[src/rtl/mdio_slv_pkg.sv]
package mdio_slv_pkg;
  localparam int OP_W   = 2;
  localparam int PHY_W  = 5;
  localparam int REG_W  = 5;
  localparam int TA_LEN = 2;
  localparam logic [OP_W-1:0] OP_READ  = 2'b10;
  localparam logic [OP_W-1:0] OP_WRITE = 2'b01;

  typedef enum logic [2:0] {
    StPre, StStart, StOp, StPhy, StReg, StTurn, StData
  } mdioState_t;

  typedef struct packed {
    logic hdrShift;
    logic dataShiftIn;
    logic dataLoad;
    logic shiftOut;
    logic driveOn;
    logic driveOff;
  } mdioStrobe_t;
endpackage

[src/rtl/mdio_sync_edge.sv]
module mdio_sync_edge #(
  parameter int STAGES = 2
) (
  input  logic clk,
  input  logic rstN,
  input  logic mdcIn,
  input  logic mdioIn,
  output logic mdcRise,
  output logic mdcFall,
  output logic mdioBit
);
  logic [STAGES-1:0] mdcPipe;
  logic [STAGES-1:0] mdioPipe;
  logic mdcLast;

  always_ff @(posedge clk) begin
    if (!rstN) begin
      mdcPipe  <= '0;
      mdioPipe <= '1;
      mdcLast  <= 1'b0;
    end else begin
      mdcPipe[0]  <= mdcIn;
      mdioPipe[0] <= mdioIn;
      for (int i = 1; i < STAGES; i++) begin
        mdcPipe[i]  <= mdcPipe[i-1];
        mdioPipe[i] <= mdioPipe[i-1];
      end
      mdcLast <= mdcPipe[STAGES-1];
    end
  end

  assign mdcRise = mdcPipe[STAGES-1] & ~mdcLast;
  assign mdcFall = ~mdcPipe[STAGES-1] & mdcLast;
  assign mdioBit = mdioPipe[STAGES-1];
endmodule

[src/rtl/mdio_ctrl.sv]
module mdio_ctrl
  import mdio_slv_pkg::*;
#(
  parameter int PRE_LEN = 32,
  parameter int DATA_W  = 16
) (
  input  logic        clk,
  input  logic        rstN,
  input  logic        mdcRise,
  input  logic        mdcFall,
  input  logic        mdioBit,
  input  logic        isRead,
  input  logic        isWrite,
  input  logic        addrMatch,
  output mdioStrobe_t stb,
  output logic        regWrEn,
  output logic        startErr
);
  localparam int CNT_MAX = (PRE_LEN > DATA_W) ? PRE_LEN : DATA_W;
  localparam int CNT_W   = $clog2(CNT_MAX + 1);

  mdioState_t state;
  logic [CNT_W-1:0] cnt;
  logic readActive;
  logic lastTurn;
  logic lastData;

  assign lastTurn = (state == StTurn) && (cnt == CNT_W'(TA_LEN - 1));
  assign lastData = (state == StData) && (cnt == CNT_W'(DATA_W - 1));

  always_ff @(posedge clk) begin
    if (!rstN) begin
      state      <= StPre;
      cnt        <= '0;
      readActive <= 1'b0;
      regWrEn    <= 1'b0;
      startErr   <= 1'b0;
    end else begin
      regWrEn  <= 1'b0;
      startErr <= 1'b0;
      if (mdcRise) begin
        unique case (state)
          StPre: begin
            if (cnt >= CNT_W'(PRE_LEN) && !mdioBit) begin
              state <= StStart;
              cnt   <= '0;
            end else if (cnt < CNT_W'(PRE_LEN)) begin
              cnt <= cnt + 1'b1;
            end
          end
          StStart: begin
            if (!mdioBit) startErr <= 1'b1;
            state <= StOp;
            cnt   <= '0;
          end
          StOp: begin
            if (cnt == CNT_W'(OP_W - 1)) begin
              state <= StPhy;
              cnt   <= '0;
            end else cnt <= cnt + 1'b1;
          end
          StPhy: begin
            if (cnt == CNT_W'(PHY_W - 1)) begin
              state <= StReg;
              cnt   <= '0;
            end else cnt <= cnt + 1'b1;
          end
          StReg: begin
            if (cnt == CNT_W'(REG_W - 1)) begin
              state <= StTurn;
              cnt   <= '0;
            end else cnt <= cnt + 1'b1;
          end
          StTurn: begin
            if (lastTurn) begin
              state      <= StData;
              cnt        <= '0;
              readActive <= isRead && addrMatch;
            end else cnt <= cnt + 1'b1;
          end
          StData: begin
            if (lastData) begin
              state      <= StPre;
              cnt        <= '0;
              readActive <= 1'b0;
              regWrEn    <= isWrite && addrMatch;
            end else cnt <= cnt + 1'b1;
          end
          default: state <= StPre;
        endcase
      end
    end
  end

  always_comb begin
    stb             = '0;
    stb.hdrShift    = mdcRise && (state == StOp || state == StPhy || state == StReg);
    stb.dataShiftIn = mdcRise && (state == StData) && !readActive;
    stb.dataLoad    = mdcRise && lastTurn && isRead && addrMatch;
    stb.driveOn     = stb.dataLoad;
    stb.shiftOut    = mdcFall && (state == StData) && readActive;
    stb.driveOff    = mdcRise && lastData && readActive;
  end

  // too few preamble edges keep the decoder waiting
  assert_pre_hold_R2: assert property (@(posedge clk) disable iff (!rstN)
    (state == StPre && mdcRise && cnt < CNT_W'(PRE_LEN)) |=> (state == StPre));

  // the commit strobe coincides with the return to preamble
  assert_commit_at_end_R6: assert property (@(posedge clk) disable iff (!rstN)
    regWrEn |-> (state == StPre && !readActive));

  // start error is a single-cycle pulse
  assert_err_pulse_R10: assert property (@(posedge clk) disable iff (!rstN)
    startErr |=> !startErr);
endmodule

[src/rtl/mdio_dp.sv]
module mdio_dp
  import mdio_slv_pkg::*;
#(
  parameter int PHY_ADDR = 1,
  parameter int DATA_W   = 16
) (
  input  logic              clk,
  input  logic              rstN,
  input  logic              mdioBit,
  input  mdioStrobe_t       stb,
  input  logic [DATA_W-1:0] regRdData,
  output logic              isRead,
  output logic              isWrite,
  output logic              addrMatch,
  output logic [REG_W-1:0]  regAddr,
  output logic [DATA_W-1:0] regWrData,
  output logic              mdioOut,
  output logic              mdioOe
);
  localparam int HDR_W = OP_W + PHY_W + REG_W;

  logic [HDR_W-1:0]  hdr;
  logic [DATA_W-1:0] dataSr;
  logic [OP_W-1:0]   opField;
  logic [PHY_W-1:0]  phyField;

  assign opField   = hdr[HDR_W-1 -: OP_W];
  assign phyField  = hdr[REG_W +: PHY_W];
  assign regAddr   = hdr[0 +: REG_W];
  assign isRead    = (opField == OP_READ);
  assign isWrite   = (opField == OP_WRITE);
  assign addrMatch = (phyField == PHY_W'(PHY_ADDR));
  assign regWrData = dataSr;

  always_ff @(posedge clk) begin
    if (!rstN) begin
      hdr     <= '0;
      dataSr  <= '0;
      mdioOut <= 1'b1;
      mdioOe  <= 1'b0;
    end else begin
      if (stb.hdrShift) hdr <= {hdr[HDR_W-2:0], mdioBit};
      if (stb.dataLoad) dataSr <= regRdData;
      else if (stb.dataShiftIn) dataSr <= {dataSr[DATA_W-2:0], mdioBit};
      else if (stb.shiftOut) dataSr <= {dataSr[DATA_W-2:0], 1'b0};
      if (stb.driveOn) begin
        mdioOe  <= 1'b1;
        mdioOut <= 1'b0;
      end else if (stb.driveOff) begin
        mdioOe  <= 1'b0;
        mdioOut <= 1'b1;
      end else if (stb.shiftOut) begin
        mdioOut <= dataSr[DATA_W-1];
      end
    end
  end

  // fetching read data turns the driver on
  assert_load_drives_R4: assert property (@(posedge clk) disable iff (!rstN)
    stb.dataLoad |=> mdioOe);

  // while driving, the bit only moves on a falling-edge shift
  assert_out_on_fall_R5: assert property (@(posedge clk) disable iff (!rstN)
    (mdioOe && !stb.shiftOut && !stb.driveOff) |=> $stable(mdioOut));

  // a released line sits at the idle level
  assert_idle_level_R7: assert property (@(posedge clk) disable iff (!rstN)
    $fell(mdioOe) |-> mdioOut);
endmodule

[src/rtl/mdio_mgmt_slave.sv]
module mdio_mgmt_slave
  import mdio_slv_pkg::*;
#(
  parameter int PHY_ADDR    = 1,
  parameter int SYNC_STAGES = 2,
  parameter int PRE_LEN     = 32,
  parameter int DATA_W      = 16
) (
  input  logic              clk,
  input  logic              rstN,
  input  logic              mdcIn,
  input  logic              mdioIn,
  output logic              mdioOut,
  output logic              mdioOe,
  output logic              regRdEn,
  output logic              regWrEn,
  output logic [REG_W-1:0]  regAddr,
  output logic [DATA_W-1:0] regWrData,
  input  logic [DATA_W-1:0] regRdData,
  output logic              startErr
);
  logic mdcRise, mdcFall, mdioBit;
  logic isRead, isWrite, addrMatch;
  mdioStrobe_t stb;

  mdio_sync_edge #(.STAGES(SYNC_STAGES)) uSync (
    .clk(clk), .rstN(rstN), .mdcIn(mdcIn), .mdioIn(mdioIn),
    .mdcRise(mdcRise), .mdcFall(mdcFall), .mdioBit(mdioBit)
  );

  mdio_ctrl #(.PRE_LEN(PRE_LEN), .DATA_W(DATA_W)) uCtrl (
    .clk(clk), .rstN(rstN), .mdcRise(mdcRise), .mdcFall(mdcFall),
    .mdioBit(mdioBit), .isRead(isRead), .isWrite(isWrite),
    .addrMatch(addrMatch), .stb(stb), .regWrEn(regWrEn), .startErr(startErr)
  );

  mdio_dp #(.PHY_ADDR(PHY_ADDR), .DATA_W(DATA_W)) uDp (
    .clk(clk), .rstN(rstN), .mdioBit(mdioBit), .stb(stb),
    .regRdData(regRdData), .isRead(isRead), .isWrite(isWrite),
    .addrMatch(addrMatch), .regAddr(regAddr), .regWrData(regWrData),
    .mdioOut(mdioOut), .mdioOe(mdioOe)
  );

  assign regRdEn = stb.dataLoad;
endmodule

[config.mk]
export PLATFORM = sky130hd
export DESIGN_NAME = mdio_mgmt_slave
export DESIGN_NICKNAME = d
export VERILOG_FILES = /design/src/rtl/mdio_slv_pkg.sv /design/src/rtl/mdio_sync_edge.sv /design/src/rtl/mdio_ctrl.sv /design/src/rtl/mdio_dp.sv /design/src/rtl/mdio_mgmt_slave.sv
export SDC_FILE = /design/constraint.sdc
export NUM_CORES = 1
export LEC_CHECK = 0
export BUFFER_PORTS_ARGS = -buffer_cell sky130_fd_sc_hd__buf_2
export CORE_ASPECT_RATIO = 0.9
export CORE_MARGIN = 10
export CORE_UTILIZATION = 61
export CTS_BUF_LIST = sky130_fd_sc_hd__clkbuf_4 sky130_fd_sc_hd__clkbuf_8
export CTS_CLUSTER_DIAMETER = 150
export DETAILED_ROUTE_END_ITERATION = 16
export GPL_ROUTABILITY_DRIVEN = 0
export PLACE_DENSITY = 0.92
export SYNTH_ARGS = -nofsm -noshare
export SYNTH_HDL_FRONTEND = slang
export SYNTH_SLANG_ARGS = --single-unit
[constraint.sdc]
create_clock -name clk -period 4.9 [get_ports clk]
set_input_delay 0.49 -clock clk [delete_from_list [all_inputs] [get_ports clk]]
set_output_delay 0.49 -clock clk [all_outputs]
set_load 0.02 [all_outputs]
[Yosys cells after proc, flatten, opt, wreduce, memory -nomap -nowiden]
Cells that the tools add are included.
W data, S select, Z words.
Storage, ports and cells
  flip-flop bits (word level): 47
  input port bits: 20
  output and inout bits: 26
  word-level logic and storage cells: 95
Cells by class
  add/subtract/negate cells: 1
  magnitude comparators: 2
  eq/ne operators: 19
  muxes and demuxes: 26
  bitwise logic cells: 4
  reductions and logical operators: 31
Operators with widths (count)
  $mux W16: 3
  $mux W6: 6
  $pmux W6 S6: 1
  $pmux W3 S7: 1
  $mux W3: 6
  $logic_and A1 B1 Y1: 15
  $ne A2 B1 Y1 const B: 6
  $eq A3 B3 Y1 const B: 3
  $mux W1: 8
  $reduce_and A4 Y1: 2
  $reduce_and A7 Y1: 1
  $add A6 B1 Y6 const B: 1
  $eq A3 B2 Y1 const B: 2
  $eq A6 B1 Y1 const B: 1
  $eq A6 B3 Y1 const B: 1
  $eq A6 B4 Y1 const B: 1
  $ge A6 B6 Y1 const B: 1
  $lt A6 B6 Y1 const B: 1
  $reduce_and A3 Y1: 2
  $reduce_bool A3 Y1: 2
  $reduce_bool A6 Y1: 1
  $eq A5 B1 Y1 const B: 1
  $reduce_bool A2 Y1: 2
  $eq A3 B1 Y1 const B: 1
  10 further kinds: 14

[Longest topological paths before layout]
Gate-level depths: netlist of run 1.
  depth after elaboration: 7
  mapped depth: 9
  gate-level depth less buffers: 7

[By module]
From an unflattened synthesis of run 1, not the netlist that was laid out.
Second synthesis, totals
  cell total of the unflattened synthesis: 247
  area total of the unflattened synthesis: 2339.7 µm²
By module, submodules not included
  mdio_dp: times used 1, cells each 131, area an instance 1370.1 µm², seq. area each 600.6 µm²
  mdio_ctrl: times used 1, cells each 104, area an instance 825.8 µm², seq. area each 240.2 µm²
  mdio_sync_edge: times used 1, cells each 12, area an instance 143.9 µm², seq. area each 100.1 µm²

[Worst setup path after synthesis of run 1]
OpenSTA, ideal clock, no wires.
  path kind: reg-to-output
  start: register uCtrl.cnt[0]
  end: output regRdEn
  arrival: 1.558 ns
  data required time: 4.410 ns
  setup slack: 2.852 ns
  stages on the path, launching flop included: 7
  path buffers: 2
  cells stage by stage: dfxtp_1 > ha_1 > or2b_2 > or2_4 > nor3_2 > buf_6 > buf_12
On the way
  longest elaborated chain between the ends: 5
Ends and longest elaborated chain
  from (decl): RTL line mdio_ctrl.sv:23  | logic [CNT_W-1:0] cnt;
  from (signal assigned): RTL line mdio_ctrl.sv:48  | cnt <= cnt + 1'b1;
  from (signal assigned): RTL line mdio_ctrl.sv:60  | end else cnt <= cnt + 1'b1;
  from (signal assigned): RTL line mdio_ctrl.sv:66  | end else cnt <= cnt + 1'b1;
  $eq A6 B1 Y1: RTL line mdio_ctrl.sv:28  | assign lastTurn = (state == StTurn) && (cnt == CNT_W'(TA_LEN - 1));
  $logic_and A1 B1 Y1: RTL line mdio_ctrl.sv:28
  $logic_and A1 B1 Y1 (3 in a row): RTL line mdio_ctrl.sv:99  | stb.dataLoad = mdcRise && lastTurn && isRead && addrMatch;
  to (decl): RTL line mdio_mgmt_slave.sv:15  | output logic regRdEn,
No other way between the ends.

[Worst setup path after layout of run 1]
  start: register uCtrl.cnt[1]
  end: output regRdEn
The elaborated chain is that of the path after synthesis.

==> results of run 1 <==
==> power by group <==
| part | internal [mW] | switching [mW] | leakage (nW) |
|---|---|---|---|
| Combinational | 0.0113 | 0.0121 | 0.621 |
| Clock | 0.0976 | 0.126 | 0.0477 |
| Sequential | 0.384 | 0.00176 | 0.380 |
==> worst max-delay path, delay by kind of cell (launching register included) <==
family | cells | cell delay (ps)
adders and majority gates | 1 | 130
and+or+nand+nor | 3 | 1450
buffers and inverters | 2 | 410
DFF | 1 | 350
==> flip-flops by register name (all words and copies together), names as in the netlist, 2 cells and up <==
| register | flops |
|---|---|
| uSync.mdioPipe | 2 |
| uCtrl.cnt | 6 |
| uCtrl.state | 3 |
| uSync.mdcPipe | 2 |
| uDp.regWrData | 16 |
| uDp.hdr | 12 |
==> logic make-up after synthesis <==
logic type                 after synthesis
and+or+nand+nor                         84
AOI/OAI and AO/OA                       53
DFF                                     47
muxes                                   27
buffers and inverters                   25
xor gates and xnor gates                 4
adders and majority gates                3
==> path summary, 6_finish.rpt <==
path	cells after the start	slack, ps	to
worst min-delay path	2	360	uSync.mdioPipe[0]
worst max register to register	8	2060	uDp.regWrData[10]
worst max-delay path	6	1760	regRdEn
worst min register to register	1	410	uSync.mdioPipe[1]
==> cells in the mapped netlist (all sizes together) (2+ instances only) <==
cell type / count / share of area, %
nand3: 8 / 1.7
nor2b: 19 / 5.1
nand4: 6 / 1.6
o22ai: 2 / 0.54
nand2: 12 / 1.9
or4: 2 / 0.64
dfxtp: 47 / 40
nor2: 12 / 1.9
xor2: 4 / 1.5
nand4b: 3 / 1.8
nor4: 2 / 0.81
and3: 2 / 0.54
o211ai: 4 / 1.3
clkbuf: 8 / 2.1
nand3b: 2 / 0.64
a21boi: 2 / 0.64
and2: 5 / 1.4
inv: 5 / 0.81
mux2i: 27 / 12
a21oi: 17 / 4.9
o21ai: 20 / 4.3
nand2b: 3 / 0.81
ha: 3 / 1.6
nor3: 2 / 0.64
buf: 12 / 4.8
==> cell usage in the layout (no fill, tap or decap), types with 5 or more instances in the layout <==
cell type,n
clkbuf_8,5
nand3_1,8
o21ai_0,11
a21oi_1,9
buf_2,45
mux2i_1,27
inv_1,5
nor2_1,12
dfxtp_1,47
nand4_1,6
nor2b_1,19
o21ai_1,9
nand2_1,12
a21oi_2,8
==> metal layers <==
metal / up-vias / GRT usage (%) / routed length [um]
met5: - / 0 / 0
met4: 0 / 6.41 / 77
met3: 6 / 4.95 / 267
met2: 58 / 24.2 / 2370
met1: 844 / 16.5 / 2140
li1: 921 / - / -
==> area by class of cell <==
type                       count  share of cell area [%]
multi-input combinational    171                    47.4
sequential                    47                    36.9
timing repair buffer          47                    9.42
clock buffer                   5                    2.70
tap                           46                    2.26
inverter                       5                   0.736
clock inverter                 3                   0.589
==> per-stage QoR <==
| step | instances | hold WS, ps | util (%) | power (mW) | worst slack [ps] |
|---|---|---|---|---|---|
| floorplan | 243 | 386 | - | 0.409 | 2850 |
| global placement | 316 | 391 | 66.6 | 0.418 | 2140 |
| detailed placement | 316 | 391 | 66.6 | 0.418 | 2100 |
| CTS | 324 | 357 | 68.9 | 0.638 | 1760 |
| global route | 324 | 365 | 68.9 | 0.657 | 1540 |
| finish | 324 | 359 | 68.9 | 0.633 | 1760 |
==> impl_metrics.ini, run 1 <==
[grt]
track_usage_pct = 14.5
grt_remaining_overflow = 0
grt_max_degree = 47
antenna_found_initial = 0
grt_pass1_wl_um = 8200
grt_pass1_vias = 1842

[synth]
yosysSeqAreaShare_pct = 40.4
synth-async-reset-ratio_pct = 0
synthSimpleGateAreaFrac_pct = 21.8
synth-compound-area-share_pct = 15.4
synthAdderAreaFrac_pct = 1.61
synth_nets = 266
synth_edf_count = 0
avgSynthCellArea_um2 = 9.59
synth-xor-area-share_pct = 1.50
synthMuxAreaShare_pct = 11.6
ys.flop_type = dfxtp_1
synth_warnings = 0
synth_area_um2 = 2330
synth_top_family_by_area = simple AND/OR/NAND/NOR gates
syn_inst = 243
synth-seq-cells = 47
synthDistinctLibCells = 49

[critical_path]
end_kind = output pin
crit_fanout = 13
crit_slowest_cell = nor3_2
crit_chain = inv_1 -> ha_1 -> or2b_2 -> or2_4 -> nor3_2 -> buf_2
max_stage_delay_ps = 860
cp-start-kind = flip-flop
timing.rr.start = uCtrl.cnt[1]
crit_start = uCtrl.cnt[1]
critPathRequiredTime_ps = 4410
crit_arrival_ps = 2650
critPathKind = flip-flop to output pin

[timing]
finalClockSkew_ps = 6.94
worst_pin_slew_ps = 1190
hold_viol = 0
setup_violations = 0
period_share_pct = 64.2
slew_violations = 0
finalSetupTns_ps = 0
fin_crit_ps = 3140
rsz0062_at_grt = false
fmax_mhz = 318
relSlewSlack_pct = 20.8

[cts]
clock_sinks = 47
cts_resized = 0
path_clk_slew_ps = 80
cts_buffers = 5
worstSkewPairLatency_ps = 310
tritoncts = built
htree_levels = 2
clockRootBuffer = clkbuf_8
hold_buffers = 0
post-cts-setup-buffers = 0
cts.path.max_buffers = 2

[power]
peakVddDrop_mv = 0.176
p_leak_nw = 1.05
power_density_nw_per_um2 = 248

[die]
core_um2 = 3700
dieArea_um2 = 6700
initial_core_util_pct = 62.9
dieHeight_um = 78.6
rows = 21
pin_count = 46
die_w_um = 85.2

[final_layout]
final_area_um2 = 2550
area_delta_synth_final_pct = 9.45
drive_gt1_share_pct = 26.3
n_antenna_cell = 0
multiInputGateArea_um2 = 1210
nNetsFinal = 300
n_fill_cell = 286
seqCellArea_um2 = 941

[detailed_routing]
vias_per_cell = 5.65
wl_um = 4850
ant_nets = 0
vias = 1829
post_drt_wl_per_cell_um = 15.0
drt-initial-drc-count = 270
drc_errors = 0
dr.pass1.iters = 4

[worst_hold_path]
hp-start = mdioIn
hold_path_class = input pin to flip-flop

[place]
hpwlAfterDp_um = 3560
dpl-instance-area_um2 = 2470
portBuffers = 45

[job]
drv_cap = 0

[outcome]
status = complete, no violations
(Power assumes the default switching activity.)
==> inputs of run 2 (changes only) <==
--- a/config.mk
+++ b/config.mk
@@ -8,12 +8,12 @@
 export BUFFER_PORTS_ARGS = -buffer_cell sky130_fd_sc_hd__buf_2
 export CORE_ASPECT_RATIO = 0.9
 export CORE_MARGIN = 10
-export CORE_UTILIZATION = 61
+export CORE_UTILIZATION = 57
 export CTS_BUF_LIST = sky130_fd_sc_hd__clkbuf_4 sky130_fd_sc_hd__clkbuf_8
 export CTS_CLUSTER_DIAMETER = 150
 export DETAILED_ROUTE_END_ITERATION = 16
 export GPL_ROUTABILITY_DRIVEN = 0
-export PLACE_DENSITY = 0.92
+export PLACE_DENSITY = 0.87
 export SYNTH_ARGS = -nofsm -noshare
 export SYNTH_HDL_FRONTEND = slang
 export SYNTH_SLANG_ARGS = --single-unit
==> constraint.sdc (replaced) <==
create_clock -name clk -period 3.15 [get_ports clk]
set_input_delay 0.315 -clock clk [delete_from_list [all_inputs] [get_ports clk]]
set_output_delay 0.315 -clock clk [all_outputs]
set_load 0.02 [all_outputs]
==> run 2 against run 1 <==
Effect of this change: die area grew 5.3%; worst setup slack got worse by 1100 ps; critical path type unchanged; critical path depth unchanged; clock skew about the same; highest routed layer unchanged; flip-flop and latch count unchanged; clock power increased by 100%; sequential power up 55%; first-iteration DRC count shrank 52%.
==> impl_metrics.ini, run 2 (same netlist as run 1, synthesis figures left out) <==
[worst_hold_path]
hold_end = uSync.mdioPipe[0]
hold_path_class = input pin to flip-flop
holdPathStages = 2
hp-start = mdioIn

[final_layout]
n_fill_cell = 289
nNetsFinal = 303
final_area_um2 = 2610
drive_gt1_share_pct = 27.0
multiInputGateArea_um2 = 1210
mostFrequentLayoutCell = dfxtp_1
area_delta_synth_final_pct = 11.9
seqCellArea_um2 = 941
largest_reg_flops = 16
final_cell_mix = dfxtp_1, buf_2, mux2i_1, nor2b_1
n_antenna_cell = 0

[grt]
track_usage_pct = 13.7
grt_remaining_overflow = 0
grt_max_degree = 47
antenna_found_initial = 0
grt_pass1_wl_um = 7880
grt_pass1_vias = 1729

[cts]
hold_buffers = 0
post-cts-setup-buffers = 0
cts.path.max_buffers = 2
htree_levels = 2
clock_sinks = 47
tritoncts = built
cts_buffers = 5
cts_resized = 0
path_clk_slew_ps = 80
worstSkewPairLatency_ps = 300
clockRootBuffer = clkbuf_8

[detailed_routing]
post_drt_wl_per_cell_um = 14.5
ant_nets = 0
drt-initial-drc-count = 130
vias_per_cell = 5.65
vias = 1849
wl_um = 4740
dr.pass1.iters = 4
drc_errors = 0

[critical_path]
crit_start = uCtrl.cnt[0]
crit_arrival_ps = 2170
crit_fanout = 19
rrSetupSlack_ps = 670
end_kind = output pin
r2r_end = uDp.regWrData[11]
critPathKind = flip-flop to output pin
timing.rr.start = uCtrl.cnt[0]
reg2regPathDepth = 7
critPathRequiredTime_ps = 2830
cp-start-kind = flip-flop

[timing]
hold_ws_ps = 196
rsz0062_at_grt = false
finalSetupTns_ps = 0
worst_pin_slew_ps = 803
finalClockSkew_ps = 7.39
setup_violations = 0
hold_viol = 0
fmax_mhz = 402
period_share_pct = 79.0
fin_crit_ps = 2490
slew_violations = 0
relSlewSlack_pct = 46.4

[die]
initial_core_util_pct = 60.8
dieHeight_um = 80.7
pin_count = 46
die_w_um = 87.4
dieArea_um2 = 7050
core_um2 = 3840
rows = 21

[outcome]
status = complete, no violations

[place]
dpl-instance-area_um2 = 2490
hpwlAfterDp_um = 3480
portBuffers = 45

[power]
power_density_nw_per_um2 = 416
peakVddDrop_mv = 0.276
p_leak_nw = 1.08

[job]
drv_cap = 0
==> run 2: layout make-up <==
cell class / instances / area share, %
inverter: 5 / 0.720
tap: 46 / 2.21
sequential: 47 / 36.1
timing repair buffer: 50 / 10.1
clock inverter: 2 / 1.34
clock buffer: 6 / 3.17
multi-input combinational: 171 / 46.4
==> run 2: critical path: stages, from the launching register on <==
cell and delay [ps]:
dfxtp_1 420, ha_1 180, or2b_2 330, or2_4 260, nor3_2 140, buf_4 310
buf_2 230
==> run 2: through the flow <==
stage	cells	total power, mW	utilization, %	setup slack (ps)
detailed placement	319	0.651	64.9	694
global route	327	1.13	68.0	489
floorplan	243	0.637	-	1190
global placement	319	0.650	64.9	803
CTS	327	1.10	68.0	653
finish	327	1.09	68.0	662
==> run 2: worst max path at each step <==
stage                             end  slack [ps]  depth (start not counted)
global placement    uDp.regWrData[13]         800                          7
detailed placement  uDp.regWrData[11]         690                          7
CTS                           regRdEn         650                          6
floorplan           uDp.regWrData[10]        1190                          8
finish                        regRdEn         660                          6
global route        uDp.regWrData[12]         490                          7
==> run 2: where the power goes <==
| group | leakage (nW) | switching [mW] | internal, mW |
|---|---|---|---|
| clock network | 0.0612 | 0.193 | 0.257 |
| logic | 0.637 | 0.0188 | 0.0181 |
| registers | 0.380 | 0.00283 | 0.597 |
| total | 1.08 | 0.214 | 0.872 |
==> run 2: metal layers <==
metal	vias up	share of wire, %	global-route usage [%]
met5	-	0	0
met4	0	1.7	6.21
met3	8	6.9	4.04
met2	55	48	21.7
met1	856	43	16.6
li1	930	-	-
